## config.mk

```make
export PLATFORM = sky130hd
export DESIGN_NAME = burst_col_gen
export DESIGN_NICKNAME = d
export VERILOG_FILES = /design/src/rtl/bcg_pkg.sv /design/src/rtl/bcg_len_decode.sv /design/src/rtl/bcg_beat_ctrl.sv /design/src/rtl/bcg_addr_calc.sv /design/src/rtl/burst_col_gen.sv
export SDC_FILE = /design/constraint.sdc
export NUM_CORES = 1
export LEC_CHECK = 0
export ABC_AREA = 1
export BUFFER_PORTS_ARGS = -buffer_cell sky130_fd_sc_hd__clkbuf_2
export CAP_MARGIN = 20
export CORE_ASPECT_RATIO = 0.75
export CORE_UTILIZATION = 54
export DETAILED_ROUTE_END_ITERATION = 7
export GPL_ROUTABILITY_DRIVEN = 0
export PLACE_DENSITY_LB_ADDON = 0.05
export SKIP_LAST_GASP = 1
export SLEW_MARGIN = 15
export SYNTH_ARGS = -nofsm -noshare
export SYNTH_HDL_FRONTEND = slang
export SYNTH_HIERARCHICAL = 1
export SYNTH_SLANG_ARGS = --single-unit
```

## constraint.sdc

```tcl
create_clock -name clk -period 3.85 [get_ports clk]
set_input_delay 0.77 -clock clk [delete_from_list [all_inputs] [get_ports clk]]
set_output_delay 0.77 -clock clk [all_outputs]
set_load 0.02 [all_outputs]
```

## src/rtl/bcg_pkg.sv

```systemverilog
package bcg_pkg;
  // widest burst is 8 beats, so at most 3 low bits ever move
  localparam int LOW_W = 3;
  typedef logic [LOW_W-1:0] low_t;

  localparam logic [2:0] CODE_BL2 = 3'b001;
  localparam logic [2:0] CODE_BL4 = 3'b010;
  localparam logic [2:0] CODE_BL8 = 3'b011;

  function automatic logic code_legal(input logic [2:0] code);
    return (code == CODE_BL2) || (code == CODE_BL4) || (code == CODE_BL8);
  endfunction

  // mask of the address bits that move during the burst (length - 1)
  function automatic low_t code_mask(input logic [2:0] code);
    case (code)
      CODE_BL2: return low_t'(3'b001);
      CODE_BL4: return low_t'(3'b011);
      CODE_BL8: return low_t'(3'b111);
      default:  return low_t'(3'b000);
    endcase
  endfunction

  // sequential: add inside the masked field, bits outside the mask untouched
  function automatic low_t seq_low(input low_t base, input low_t beat, input low_t mask);
    low_t sum;
    sum = base + beat;
    return (sum & mask) | (base & ~mask);
  endfunction

  // interleaved: beat index never exceeds mask, so XOR stays in the field
  function automatic low_t ilv_low(input low_t base, input low_t beat);
    return base ^ beat;
  endfunction
endpackage

```

## src/rtl/bcg_len_decode.sv

```systemverilog
module bcg_len_decode
  import bcg_pkg::*;
(
  input  logic [2:0] code_i,
  output logic       legal_o,
  output low_t       mask_o
);
  always_comb begin
    legal_o = code_legal(code_i);
    mask_o  = code_mask(code_i);
  end
endmodule

```

## src/rtl/bcg_beat_ctrl.sv

```systemverilog
module bcg_beat_ctrl
  import bcg_pkg::*;
(
  input  logic clk,
  input  logic rst_n,
  input  logic go_i,
  input  low_t mask_i,
  output logic busy_o,
  output low_t beat_o,
  output low_t mask_o,
  output logic last_o
);
  logic busy_q;
  low_t beat_q;
  low_t mask_q;

  assign last_o = busy_q && (beat_q == mask_q);

  always_ff @(posedge clk) begin
    if (!rst_n) begin
      busy_q <= 1'b0;
      beat_q <= '0;
      mask_q <= '0;
    end else if (go_i) begin
      busy_q <= 1'b1;
      beat_q <= '0;
      mask_q <= mask_i;
    end else if (busy_q) begin
      if (last_o) begin
        busy_q <= 1'b0;
        beat_q <= '0;
      end else begin
        beat_q <= beat_q + low_t'(1);
      end
    end
  end

  assign busy_o = busy_q;
  assign beat_o = beat_q;
  assign mask_o = mask_q;
endmodule

```

## src/rtl/bcg_addr_calc.sv

```systemverilog
module bcg_addr_calc
  import bcg_pkg::*;
#(
  parameter int COL_W = 10
) (
  input  logic [COL_W-1:0] base_i,
  input  low_t             beat_i,
  input  low_t             mask_i,
  input  logic             ilv_i,
  output logic [COL_W-1:0] addr_o
);
  localparam int UP_W = COL_W - LOW_W;

  low_t base_low;
  low_t new_low;

  assign base_low = base_i[LOW_W-1:0];
  assign new_low  = ilv_i ? ilv_low(base_low, beat_i) : seq_low(base_low, beat_i, mask_i);

  generate
    if (UP_W > 0) begin : g_upper
      assign addr_o = {base_i[COL_W-1:LOW_W], new_low};
    end else begin : g_narrow
      assign addr_o = new_low[COL_W-1:0];
    end
  endgenerate
endmodule

```

## src/rtl/burst_col_gen.sv

```systemverilog
module burst_col_gen
  import bcg_pkg::*;
#(
  parameter int COL_W = 10
) (
  input  logic             clk,
  input  logic             rst_n,
  input  logic             start_i,
  input  logic [COL_W-1:0] col_i,
  input  logic [2:0]       len_code_i,
  input  logic             interleave_i,
  output logic             beat_valid_o,
  output logic [COL_W-1:0] beat_col_o,
  output logic             beat_last_o,
  output logic             len_err_o
);
  // named events for the checker
  logic accept_w;
  logic go_w;
  logic reject_w;

  logic legal_w;
  low_t mask_w;
  logic busy_w;
  low_t beat_w;
  low_t run_mask_w;
  logic last_w;

  logic [COL_W-1:0] col_q;
  logic             ilv_q;
  logic             err_q;

  bcg_len_decode u_dec (
    .code_i (len_code_i),
    .legal_o(legal_w),
    .mask_o (mask_w)
  );

  assign accept_w = start_i && !busy_w;
  assign go_w     = accept_w && legal_w;
  assign reject_w = accept_w && !legal_w;

  bcg_beat_ctrl u_ctrl (
    .clk   (clk),
    .rst_n (rst_n),
    .go_i  (go_w),
    .mask_i(mask_w),
    .busy_o(busy_w),
    .beat_o(beat_w),
    .mask_o(run_mask_w),
    .last_o(last_w)
  );

  always_ff @(posedge clk) begin
    if (!rst_n) begin
      col_q <= '0;
      ilv_q <= 1'b0;
      err_q <= 1'b0;
    end else begin
      err_q <= reject_w;
      if (go_w) begin
        col_q <= col_i;
        ilv_q <= interleave_i;
      end
    end
  end

  bcg_addr_calc #(.COL_W(COL_W)) u_addr (
    .base_i(col_q),
    .beat_i(beat_w),
    .mask_i(run_mask_w),
    .ilv_i (ilv_q),
    .addr_o(beat_col_o)
  );

  assign beat_valid_o = busy_w;
  assign beat_last_o  = last_w;
  assign len_err_o    = err_q;
endmodule

```

==> impl_metrics.env <==
export IMPL_clock_fmax_ghz=0.386
export IMPL_cp_max_fo=4
export IMPL_synth_area_per_cell_sq_um=6.58
export IMPL_antenna_found_initial=0
export IMPL_grt_use_total=0.193
export IMPL_tightest_slew_ps=406
export IMPL_place_area_sq_mm=0.00116
export IMPL_cts_sinks=19
export IMPL_finClkSkew_ps=2.13
export IMPL_dieArea_sq_mm=0.00215
export IMPL_ant_nets=0
export IMPL_cp_end_kind="output pin"
export IMPL_p_leak_nw=0.659
export IMPL_area_growth_pct=11.6
export IMPL_reg2reg_to="u_ctrl/beat_o[0]"
export IMPL_netlist_area_sq_mm=0.00106
export IMPL_hp_class="reg2reg"
export IMPL_postSynthCellCount=161
export IMPL_r2r_start="u_ctrl/busy_o"
export IMPL_gr_total_overflow=0
export IMPL_wire_per_inst_microns=9.00
export IMPL_worst_r2r_cell_count=6
export IMPL_cap_violations=0
export IMPL_cts_clk_slew_worst_paths_ps=100
export IMPL_grt_max_degree=24
export IMPL_rows=13
export IMPL_fin_nets=206
export IMPL_drc=0
export IMPL_coreArea_sq_mm=0.00179
export IMPL_grt_pass1_vias=680
export IMPL_post_cts_resize_count=0
export IMPL_cts_max_level=1
export IMPL_clk_latency_ps=290
export IMPL_synth_top_area_frac=0.359
export IMPL_die_h_microns=40.4
export IMPL_fin_tns_setup_ps=0
export IMPL_synth_top_cell_by_area="dfxtp_1"
export IMPL_timing_final_crit_share=0.672
export IMPL_status="finished, final reports clean"
export IMPL_drive_gt1_frac=0.223
export IMPL_io_buffers=29
export IMPL_min_from="u_ctrl/mask_o[0]"
export IMPL_via_per_inst=4.64
export IMPL_cts_tree="built"
export IMPL_ctsHoldBuffers=0
export IMPL_totalWireLength_mm=1.85
export IMPL_drtIter0Drc=13
export IMPL_synth_ff_type="dfxtp_1"
export IMPL_die_w_microns=53.2
export IMPL_drv_slew=0
export IMPL_setup_viol=0
export IMPL_synth_nets=182
export IMPL_ir_drop_mv=0.310
export IMPL_min_delay_path_depth=2
export IMPL_synth_most_common_cell="nand2_1"
export IMPL_crit_type="reg2out"
export IMPL_ys_warn_count=6
export IMPL_synth_edf_count=0
export IMPL_ioPinCount=30
export IMPL_period_needed_ps=2590
export IMPL_hold_viol=0
export IMPL_hold_end="u_ctrl/mask_o[0]"
export IMPL_synthTopCellsByArea="dfxtp_1 36%, nand2_1 15%, nor2_1 11%, inv_1 9.2%, buf_4 5.7%"
export IMPL_cp_start_kind="flop"
export IMPL_stdcell_area_sq_mm=0.00118
export IMPL_synth_distinct_cells=21
export IMPL_pwr_density_cell_mw_per_mm2=348
export IMPL_clock_path_buffers=2
export IMPL_async_flop_share=0
export IMPL_grt_setup_unrepaired="false"
export IMPL_critical_path_required_ps=3080
export IMPL_arrival_ps=1820
export IMPL_ys_seq_area_frac=0.359
export IMPL_r2r_slack_ps=2300
export IMPL_dpl_hpwl_mm=1.41
export IMPL_pre_cts_slack_ps=1590
export IMPL_grt_pass1_wl_mm=2.80
export IMPL_synth_common_cells="42 x nand2_1, 30 x nor2_1, 26 x inv_1"
export IMPL_initial_core_util=0.592
export IMPL_post_cts_setup_buffer_count=0
export IMPL_vias=956
export IMPL_relSlewSlack=0.729
export IMPL_finalWorstSetupSlack_ps=1260
export IMPL_cts_inserted_buffers=3
export IMPL_cts_root_buf="clkbuf_4"
export IMPL_first_pass_iters=4
export IMPL_synth_seq_cells=19
export IMPL_antennaDiodeCount=0
==> cell usage in the layout (no fill, tap or decap) <==
master and count:
dfxtp_1 19, mux2_4 1, clkbuf_2 29, inv_2 4, nand2_1 42, nand3_2 1
ha_1 3, clkbuf_1 1, xor2_1 1, nand3_1 7, nand3b_1 1, inv_1 26
nand2_2 2, a21oi_1 4, fa_1 1, nor2_1 30, o21ai_0 6, xnor2_1 1
a21oi_2 1, nand4_1 1, clkbuf_4 3
==> sequential cells by signal, indices dropped and copies added, names as in the netlist <==
register,count
col_q,10
u_ctrl/mask_o,3
u_ctrl/busy_o,1
len_err_o,1
u_ctrl/beat_o,3
ilv_q,1
==> worst max-delay path by stage <==
stage / to / start / depth (start not counted) / slack [ps]
5_1_grt: beat_col_o[2] / u_ctrl/beat_o[0] / 8 / 1160
4_1_cts: beat_col_o[1] / u_ctrl/beat_o[0] / 7 / 1260
2_1_floorplan: beat_col_o[1] / u_ctrl/beat_o[0] / 6 / 1530
6_report: beat_col_o[2] / u_ctrl/beat_o[0] / 8 / 1260
3_3_place_gp: beat_col_o[1] / u_ctrl/beat_o[0] / 7 / 1670
3_5_place_dp: beat_col_o[1] / u_ctrl/beat_o[0] / 7 / 1590
==> kinds of logic (layout without fill, tap and decap cells) <==
| family | count (synthesis) | after routing | share of synthesized area |
|---|---|---|---|
| compound gates | 11 | 11 | 0.0555 |
| xor+xnor | 2 | 2 | 0.0165 |
| fa+ha+maj | 4 | 4 | 0.0543 |
| buf+inv | 40 | 63 | 0.178 |
| flops | 19 | 19 | 0.359 |
| mux | 1 | 1 | 0.0142 |
| simple gates | 84 | 84 | 0.322 |
==> area by class of cell <==
| type | instances | area [sq um] |
|---|---|---|
| Clock buffer | 4 | 26.3 |
| Fill cell | 178 | 607 |
| Inverter | 30 | 113 |
| Multi-Input combinational cell | 102 | 490 |
| Sequential cell | 19 | 380 |
| Tap cell | 22 | 27.5 |
| Timing Repair Buffer | 29 | 145 |
==> through the flow <==
step	power (mW)	hold slack, ps	util	cells
floorplan	0.297	449	-	161
global placement	0.313	476	0.646	202
detailed placement	0.316	467	0.646	202
CTS	0.417	483	0.661	206
global route	0.439	496	0.661	206
finish	0.412	481	0.661	206
==> layer usage <==
metal,GRT usage,part of all wire
met5,0,0
met4,0.0789,0.011
met3,0.0720,0.054
met2,0.313,0.43
met1,0.234,0.50
==> worst max-delay path, stage by stage (launching register included) <==
cell      delay [ps]
dfxtp_1          410
ha_1             170
inv_1             50
fa_1             390
nand3b_1         180
nand3_1           80
nand2_1           50
nand2_1           50
clkbuf_2         160
==> power breakdown <==
| part | internal (mW) | switching, mW | leakage (nW) |
|---|---|---|---|
| Sequential | 0.210 | 0.0110 | 0.156 |
| Clock | 0.0404 | 0.0595 | 0.0150 |
| Combinational | 0.0344 | 0.0567 | 0.488 |
(Power assumes the default switching activity.)
